`src/rtl/disp_cmd_pkg.sv`:
```
package disp_cmd_pkg;

    typedef enum logic [2:0] {
        S_IDLE,
        S_CMD,
        S_PAR,
        S_RESP,
        S_FIN
    } eng_state_e;

    typedef enum logic [1:0] {
        RATE_CMD,
        RATE_FAST,
        RATE_READ
    } rate_e;

    localparam logic [7:0] OP_MEM_WRITE  = 8'h2C;
    localparam logic [7:0] OP_GET_ID     = 8'h04;
    localparam logic [7:0] OP_GET_STATUS = 8'h09;
    localparam logic [7:0] OP_GET_POWER  = 8'h0A;
    localparam logic [7:0] POWER_MASK    = 8'h7C;
    localparam logic [7:0] POWER_ON_VAL  = 8'h1C;

    // Half-period in system cycles, rounded up so the rate never exceeds rate_hz.
    function automatic int half_cycles(int sys_hz, int rate_hz);
        return (sys_hz + 2 * rate_hz - 1) / (2 * rate_hz);
    endfunction

    function automatic int min_int(int a, int b);
        return (a < b) ? a : b;
    endfunction

endpackage

```
`src/rtl/disp_sck_gen.sv`:
```
module disp_sck_gen
    import disp_cmd_pkg::*;
#(
    parameter int HALF_CMD  = 13,
    parameter int HALF_FAST = 3,
    parameter int HALF_READ = 63
) (
    input  logic  clk,
    input  logic  rst_n,
    input  logic  run,
    input  rate_e rate,
    output logic  tick
);
    localparam int HMAX = (HALF_READ > HALF_CMD) ?
                          ((HALF_READ > HALF_FAST) ? HALF_READ : HALF_FAST) :
                          ((HALF_CMD > HALF_FAST) ? HALF_CMD : HALF_FAST);
    localparam int CW = $clog2(HMAX + 1);

    logic [CW-1:0] cnt_d, cnt_q;
    logic [CW-1:0] half_sel;

    always_comb begin
        case (rate)
            RATE_FAST: half_sel = CW'(HALF_FAST);
            RATE_READ: half_sel = CW'(HALF_READ);
            default:   half_sel = CW'(HALF_CMD);
        endcase
        tick  = run && (cnt_q == half_sel - CW'(1));
        cnt_d = (!run || tick) ? '0 : cnt_q + CW'(1);
    end

    always_ff @(posedge clk or negedge rst_n) begin
        if (!rst_n) cnt_q <= '0;
        else        cnt_q <= cnt_d;
    end
endmodule

```
`src/rtl/disp_rx_align.sv`:
```
module disp_rx_align #(
    parameter int RD_MAX = 4,
    parameter int LEN_W  = 16
) (
    input  logic [(RD_MAX+1)*8-1:0] raw,
    input  logic [LEN_W-1:0]        len,
    input  logic                    dummy,
    output logic [RD_MAX*8-1:0]     data
);
    generate
        for (genvar i = 0; i < RD_MAX; i++) begin : g_byte
            logic [7:0] shifted;
            assign shifted = {raw[8*i +: 7], raw[8*(i+1) + 7]};
            assign data[8*i +: 8] = (len > LEN_W'(i)) ?
                                    (dummy ? shifted : raw[8*i +: 8]) : 8'h00;
        end
    endgenerate
endmodule

```
`src/rtl/disp_cmd_engine.sv`:
```
module disp_cmd_engine
    import disp_cmd_pkg::*;
#(
    parameter int SYS_HZ        = 250_000_000,
    parameter int MAX_HZ        = 50_000_000,
    parameter int CMD_HZ_CAP    = 10_000_000,
    parameter int READ_HZ_CAP   = 2_000_000,
    parameter int SLOW_LEN_MAX  = 64,
    parameter int LEN_W         = 16,
    parameter int RD_MAX        = 4
) (
    input  logic                  clk,
    input  logic                  rst_n,
    input  logic                  start,
    input  logic                  is_read,
    input  logic [7:0]            op,
    input  logic [LEN_W-1:0]      len,
    input  logic                  swap,
    output logic [LEN_W-1:0]      par_addr,
    input  logic [15:0]           par_data,
    output logic [RD_MAX*8-1:0]   rd_data,
    output logic                  done,
    output logic                  err,
    output logic                  disp_on,
    output logic                  cs_n,
    output logic                  sck,
    output logic                  mosi,
    output logic                  dc,
    input  logic                  miso
);
    localparam int CMD_HZ    = min_int(CMD_HZ_CAP, MAX_HZ);
    localparam int READ_HZ   = min_int(READ_HZ_CAP, MAX_HZ / 2);
    localparam int HALF_CMD  = half_cycles(SYS_HZ, CMD_HZ);
    localparam int HALF_FAST = half_cycles(SYS_HZ, MAX_HZ);
    localparam int HALF_READ = half_cycles(SYS_HZ, READ_HZ);
    localparam int RAW_W     = (RD_MAX + 1) * 8;
    localparam int RDW       = RD_MAX * 8;

    typedef struct packed {
        eng_state_e       st;
        rate_e            rate;
        logic             cs_n;
        logic             sck;
        logic             mosi;
        logic             dc;
        logic [7:0]       tx;
        logic [7:0]       rx;
        logic [2:0]       bit_n;
        logic [LEN_W-1:0] cnt;
        logic [LEN_W-1:0] len;
        logic [LEN_W-1:0] nbytes;
        logic             rd;
        logic             dummy;
        logic             wmode;
        logic             big;
        logic [RAW_W-1:0] raw;
        logic [RDW-1:0]   rdata;
        logic             on;
        logic             done;
        logic             err;
        logic [7:0]       op;
    } eng_t;

    eng_t q, d;
    logic tick;
    logic [RDW-1:0] aligned;
    logic [7:0] next_byte;
    logic [7:0] rx_byte;
    logic dummy_op;
    logic reject;

    disp_sck_gen #(
        .HALF_CMD (HALF_CMD),
        .HALF_FAST(HALF_FAST),
        .HALF_READ(HALF_READ)
    ) u_sck (
        .clk  (clk),
        .rst_n(rst_n),
        .run  (q.st != S_IDLE),
        .rate (q.rate),
        .tick (tick)
    );

    disp_rx_align #(
        .RD_MAX(RD_MAX),
        .LEN_W (LEN_W)
    ) u_align (
        .raw  (q.raw),
        .len  (q.len),
        .dummy(q.dummy),
        .data (aligned)
    );

    // Parameter fetch: word index in word mode, byte index otherwise.
    assign par_addr  = q.wmode ? (q.cnt >> 1) : q.cnt;
    assign next_byte = (q.wmode && !q.cnt[0]) ? par_data[15:8] : par_data[7:0];
    assign rx_byte   = {q.rx[6:0], miso};

    assign dummy_op = (op == OP_GET_ID) || (op == OP_GET_STATUS);
    assign reject   = is_read && ((len == '0) || (len > LEN_W'(RD_MAX)) ||
                      (dummy_op && (len != LEN_W'(3)) && (len != LEN_W'(4))));

    always_comb begin
        d      = q;
        d.done = 1'b0;
        d.err  = 1'b0;
        case (q.st)
            S_IDLE: begin
                if (start) begin
                    if (reject) begin
                        d.done = 1'b1;
                        d.err  = 1'b1;
                    end else begin
                        d.st     = S_CMD;
                        d.cs_n   = 1'b0;
                        d.dc     = 1'b0;
                        d.sck    = 1'b0;
                        d.tx     = op;
                        d.mosi   = op[7];
                        d.bit_n  = '0;
                        d.cnt    = '0;
                        d.len    = len;
                        d.rd     = is_read;
                        d.dummy  = is_read && dummy_op;
                        d.wmode  = !is_read && (op == OP_MEM_WRITE) && !swap;
                        d.big    = len > LEN_W'(SLOW_LEN_MAX);
                        d.rate   = is_read ? RATE_READ : RATE_CMD;
                        d.nbytes = (is_read && dummy_op) ? len + LEN_W'(1) : len;
                        d.op     = op;
                        d.raw    = '0;
                        d.rx     = '0;
                    end
                end
            end
            S_CMD, S_PAR, S_RESP: begin
                if (tick) begin
                    if (!q.sck) begin
                        d.sck = 1'b1;
                        if (q.st == S_RESP) begin
                            d.rx = rx_byte;
                            if (q.bit_n == 3'd7) begin
                                for (int j = 0; j < RD_MAX + 1; j++) begin
                                    if (q.cnt == LEN_W'(j)) d.raw[8*j +: 8] = rx_byte;
                                end
                            end
                        end
                    end else begin
                        d.sck = 1'b0;
                        if (q.bit_n != 3'd7) begin
                            d.bit_n = q.bit_n + 3'd1;
                            d.tx    = {q.tx[6:0], 1'b0};
                            d.mosi  = q.tx[6];
                        end else begin
                            d.bit_n = '0;
                            case (q.st)
                                S_CMD: begin
                                    if (q.rd) begin
                                        d.st   = S_RESP;
                                        d.mosi = 1'b0;
                                        d.cnt  = '0;
                                    end else if (q.len == '0) begin
                                        d.st   = S_FIN;
                                        d.mosi = 1'b0;
                                    end else begin
                                        d.st   = S_PAR;
                                        d.dc   = 1'b1;
                                        d.tx   = next_byte;
                                        d.mosi = next_byte[7];
                                        d.cnt  = q.cnt + LEN_W'(1);
                                        d.rate = q.big ? RATE_FAST : RATE_CMD;
                                    end
                                end
                                S_PAR: begin
                                    if (q.cnt == q.len) begin
                                        d.st   = S_FIN;
                                        d.mosi = 1'b0;
                                    end else begin
                                        d.tx   = next_byte;
                                        d.mosi = next_byte[7];
                                        d.cnt  = q.cnt + LEN_W'(1);
                                    end
                                end
                                default: begin
                                    if (q.cnt + LEN_W'(1) == q.nbytes) d.st = S_FIN;
                                    else d.cnt = q.cnt + LEN_W'(1);
                                end
                            endcase
                        end
                    end
                end
            end
            S_FIN: begin
                if (tick) begin
                    d.st   = S_IDLE;
                    d.cs_n = 1'b1;
                    d.dc   = 1'b0;
                    d.mosi = 1'b0;
                    d.done = 1'b1;
                    if (q.rd) begin
                        d.rdata = aligned;
                        d.on    = (q.op == OP_GET_POWER) && (q.len == LEN_W'(1)) &&
                                  ((aligned[7:0] & POWER_MASK) == POWER_ON_VAL);
                    end
                end
            end
            default: d.st = S_IDLE;
        endcase
    end

    always_ff @(posedge clk or negedge rst_n) begin
        if (!rst_n) begin
            q      <= '0;
            q.st   <= S_IDLE;
            q.rate <= RATE_CMD;
            q.cs_n <= 1'b1;
        end else begin
            q <= d;
        end
    end

    assign rd_data = q.rdata;
    assign done    = q.done;
    assign err     = q.err;
    assign disp_on = q.on;
    assign cs_n    = q.cs_n;
    assign sck     = q.sck;
    assign mosi    = q.mosi;
    assign dc      = q.dc;

endmodule

```
`config.mk`:
```
export PLATFORM = sky130hd
export DESIGN_NAME = disp_cmd_engine
export DESIGN_NICKNAME = d
export VERILOG_FILES = /design/src/rtl/disp_cmd_pkg.sv /design/src/rtl/disp_sck_gen.sv /design/src/rtl/disp_rx_align.sv /design/src/rtl/disp_cmd_engine.sv
export SDC_FILE = /design/constraint.sdc
export NUM_CORES = 1
export LEC_CHECK = 0
export BUFFER_PORTS_ARGS = -buffer_cell sky130_fd_sc_hd__clkbuf_2
export CORE_MARGIN = 2
export CORE_UTILIZATION = 59
export CTS_CLUSTER_SIZE = 14
export DETAILED_ROUTE_END_ITERATION = 16
export GPL_ROUTABILITY_DRIVEN = 0
export PLACE_DENSITY = 0.8
export SLEW_MARGIN = 10
export SYNTH_ARGS = -nofsm -noshare
export SYNTH_HDL_FRONTEND = slang
export SYNTH_SLANG_ARGS = --single-unit
```
`constraint.sdc`:
```
create_clock -name clk -period 2.9 [get_ports clk]
set_input_delay 0.435 -clock clk [delete_from_list [all_inputs] [get_ports clk]]
set_output_delay 0.435 -clock clk [all_outputs]
set_load 0.05 [all_outputs]
```
==> metrics.md <==
| Metric | Value |
|---|---|
| Crit-path cells | ha_1, nand3_1, buf_4, nor2_1, xnor2_1, nor4_1, and4_1, buf_4, o31a_1, a31o_2 |
| Worst r2r src | q[120]$_DFFE_PN0P_ |
| Fraction of layout cells with a size suffix above 1 | 25.7% |
| Nets | 1082 |
| Syn_nets | 999 |
| Post-Syn Area | 0.00899 mm2 |
| Skew-Pair Late Insertion Delay | 0.43 ns |
| Worst setup EP type | register |
| Core Region | 0.0150 mm2 |
| Outcome | finished, violations left |
| CTS tree | built |
| CTS Sinks | 160 |
| H-tree level count | 4 |
| CP max FO | 6 |
| Port-buffer cells | 100 |
| Vias in the first global route | 7070 |
| VDD IR max | 0.444 mV |
| # DRC | 0 |
| Total Wirelength | 22200 um |
| TritonCTS Buffers | 17 |
| HP Class | in -> async |
| DR iter-0 viols | 638 |
| Critical Path RT | 3.27 ns |
| RSZ-0062 raised after global routing | false |
| Grt total ovfl | 0 |
| Clock Skews | 0.00950 ns |
| Final Max Tran Viols | 0 |
| Synth async-reset ratio | 100% |
| Netlist cell types | 69 |
| Crit Path Class | reg -> reg |
| Final hold slack | -0.00332 ns |
| Gate Count Post-Synth | 942 |
| Root Driver | clkbuf_16 |
| Hold buffers post-CTS | 0 |
| CP Depth | 10 |
| Vias per cell | 6.03 |
| CP Data Arrival Time | 3.10 ns |
| Starting Density | 59.8% |
| GRT Overall Usage | 28.3% |
| Worst reg2reg setup slack | 0.17 ns |
| Final hold vios | 1 |
| Post-synth EDFFs | 0 |
| Antenna violations before repair | 0 |
| Setup violators final | 0 |
| Critical path endpoint | q[129]$_DFFE_PN0P_ |
| PwrDens | 439 mW/mm2 |
| Net switching power | 0.00108 W |
| Seq/Total Area, Yosys | 44.6% |
| Clk pwr share | 48.0% |
| Fillcell total | 1113 |
| Number of inserted diodes | 0 |
| Clk pin slew, worst setup/hold paths | 0.07 ns |
| Die height | 127 um |
| Fin crit share | 94.2% |
| Fmax | 366 MHz |
| Ports | 101 |
| DRT antenna net count | 0 |
| PnR Total Power | 0.00453 W |
| Die area | 0.0162 mm2 |
| Post-CTS Setup Repair Bufs | 0 |
| Top delay family on crit path | simple AND/OR/NAND/NOR gates |
| DR WL/cell | 18.1 um |
| Post-DP HPWL | 15800 um |
| Clock buffer depth | 2 |
| P_leak | 4.86 nW |
| Synth Register Bits | 160 |
| Vias | 7397 |
| Worst Path Buf+Inv | 2 |
| Fin crit period | 2.73 ns |
| Startpoint Class | register |
| Area grow syn2layout | 14.7% |
| Post-Syn Area per Cell | 9.54 um2 |
| R2R depth | 10 |
| Post-CTS Resized | 0 |
| Comb power frac | 2.7% |
| Part of the power in registers | 49.3% |
| Placed standard-cell area | 0.00970 mm2 |
| Worst-Margin Slew | 0.958 ns |
| Die W | 127 um |
| Synth warn | 0 |
| FF-to-FF End | q[129]$_DFFE_PN0P_ |
| Detailed Routing Iterations Pass 1 | 5 |
| Post-route cell area | 0.0103 mm2 |
| P_int | 0.00345 W |
| Most used flip-flop cell after synthesis | dfrtp_1 |
| Max cap viols | 0 |
| Switching part of the total | 23.8% |
| Largest net degree at the start of global routing | 68 |
| Slowest-stage cell, CP | and4_1 |
| Wire length of the first global-routing pass | 36300 um |
| Crit path from | q[120]$_DFFE_PN0P_ |
| Failing checks | negative hold slack |
| Max_slew headroom | 36.2% |
| Most common cell on crit path | buf_4 |
| Crit-path max cell delay | 0.40 ns |
| Placement Rows | 45 |
-- cells by family after synthesis --
group                    count (synthesis)  share of synthesized area, %
multiplexers                            93                          11.1
flip-flops                             160                          44.6
XOR/XNOR                                43                          4.19
AND/OR/NAND/NOR                        346                          18.6
adder cells (fa/ha/maj)                 11                          1.53
buffers and inverters                  111                          6.39
AO/OA/AOI/OAI                          178                          13.6
-- sequential cells by signal (all words and copies together), names as in the netlist --
signal	cells
disp_on	1
u_sck.cnt_q	6
q	115
dc	1
sck	1
done	1
rd_data	32
mosi	1
err	1
cs_n	1
-- worst min path at each step --
stage,startpoint,endpoint,slack [ns],cells after the start
after floorplan,rst_n,dc$_DFFE_PN0P_,0.14,0
after global placement,q[2]$_DFFE_PN0P_,q[2]$_DFFE_PN0P_,0.46,2
after detailed placement,q[7]$_DFFE_PN0P_,q[7]$_DFFE_PN0P_,0.46,2
after CTS,rst_n,q[112]$_DFFE_PN0P_,0.03,1
after global routing,rst_n,q[96]$_DFFE_PN0P_,0.05,1
final,rst_n,q[96]$_DFFE_PN0P_,-0.003,1
-- through the flow --
step,worst slack (ns),setup TNS [ns],std cells,utilization (%),hold slack (ns)
after floorplan,0.331,0,942,-,0.139
after global placement,-0.0568,-0.148,1194,64.5,0.456
after detailed placement,-0.0735,-0.224,1194,64.5,0.464
after CTS,0.0299,0,1226,68.3,0.0257
after global routing,0.00461,0,1226,68.6,0.0511
final,0.168,0,1226,68.6,-0.00332
-- layout make-up --
class / count / area [um2] / share of cell area [%]
clock inverter: 13 / 121 / 1.18
inverter: 19 / 71.3 / 0.692
tap: 188 / 235 / 2.28
multi-input combinational: 671 / 4440 / 43.1
timing repair buffer: 156 / 977 / 9.48
sequential: 160 / 4010 / 38.9
clock buffer: 19 / 453 / 4.39
-- per-layer routing --
metal	wire length, um	share of wire (%)	global-route usage, %	up-vias
met5	0	0	0	-
met2	10200	46	43.9	340
met4	661	3.0	11.4	0
li1	-	-	-	3473
met1	9640	43	39.5	3531
met3	1710	7.7	5.57	53
-- cells in the mapped netlist (3+ instances only) --
| cell | n | area, um2 |
|---|---|---|
| nor3_1 | 13 | 65.1 |
| xor2_1 | 6 | 52.6 |
| inv_1 | 18 | 67.6 |
| o31ai_1 | 40 | 300 |
| and4_1 | 3 | 26.3 |
| and2_1 | 10 | 62.6 |
| nand3_1 | 16 | 80.1 |
| a31oi_1 | 6 | 37.5 |
| buf_2 | 7 | 35.0 |
| mux2i_1 | 41 | 410 |
| nor2b_1 | 11 | 68.8 |
| o41ai_1 | 7 | 61.3 |
| buf_4 | 35 | 263 |
| nor3b_1 | 4 | 30.0 |
| nand4b_1 | 3 | 26.3 |
| a21o_1 | 7 | 52.6 |
| nand2_1 | 169 | 634 |
| xnor2_1 | 37 | 324 |
| clkbuf_1 | 45 | 169 |
| and3_1 | 4 | 25.0 |
| nor4_1 | 17 | 106 |
| a31o_2 | 4 | 35.0 |
| a211oi_1 | 9 | 67.6 |
| o211ai_1 | 4 | 30.0 |
| o21ai_0 | 38 | 190 |
| nor2_1 | 55 | 206 |
| or3_1 | 3 | 18.8 |
| nand3b_1 | 3 | 22.5 |
| a21oi_1 | 28 | 140 |
| a21oi_2 | 5 | 43.8 |
| or4_1 | 4 | 30.0 |
| dfrtp_1 | 159 | 3980 |
| o21ai_1 | 5 | 25.0 |
| nand4_1 | 13 | 81.3 |
| ha_1 | 11 | 138 |
| mux2_2 | 52 | 586 |
| nand2b_1 | 4 | 25.0 |
| o22ai_1 | 4 | 25.0 |
-- worst register-to-register path: cells and delay by family, from the launching register on --
family | cells | cell delay, ns
compound gates | 2 | 0.25
xor+xnor | 1 | 0.12
buf+inv | 2 | 0.43
simple gates | 4 | 1.25
fa+ha+maj | 1 | 0.24
flops | 1 | 0.36
-- power by group through the flow --
stage | clock network (W) | registers [W] | logic [W]
after floorplan | 0 | 0.00227 | 0.0000235
after global placement | 0 | 0.00227 | 0.000122
after detailed placement | 0 | 0.00227 | 0.000124
after CTS | 0.00218 | 0.00223 | 0.000125
after global routing | 0.00228 | 0.00223 | 0.000140
final | 0.00217 | 0.00223 | 0.000123
-- layout by cell type (no fill, tap or decap), types with 7 or more instances in the layout --
cell type  netlist  final
inv_1           18     18
a21oi_1         28     28
nand2_1        169    169
ha_1            11     11
a211oi_1         9      9
o31ai_1         40     40
nor4_1          17     14
nand3_1         16     16
and2_1          10     10
mux2i_1         41     41
xnor2_1         37     37
clkbuf_16        0     17
dfrtp_1        159    157
o21ai_0         38     38
o41ai_1          7      7
clkbuf_2         2     99
nor3_1          13     13
nor2b_1         11     11
buf_4           35     52
mux2_2          52     52
nand4_1         13     13
nor2_1          55     55
a21o_1           7      7
No activity file was read; power rests on OpenSTA's default activity.
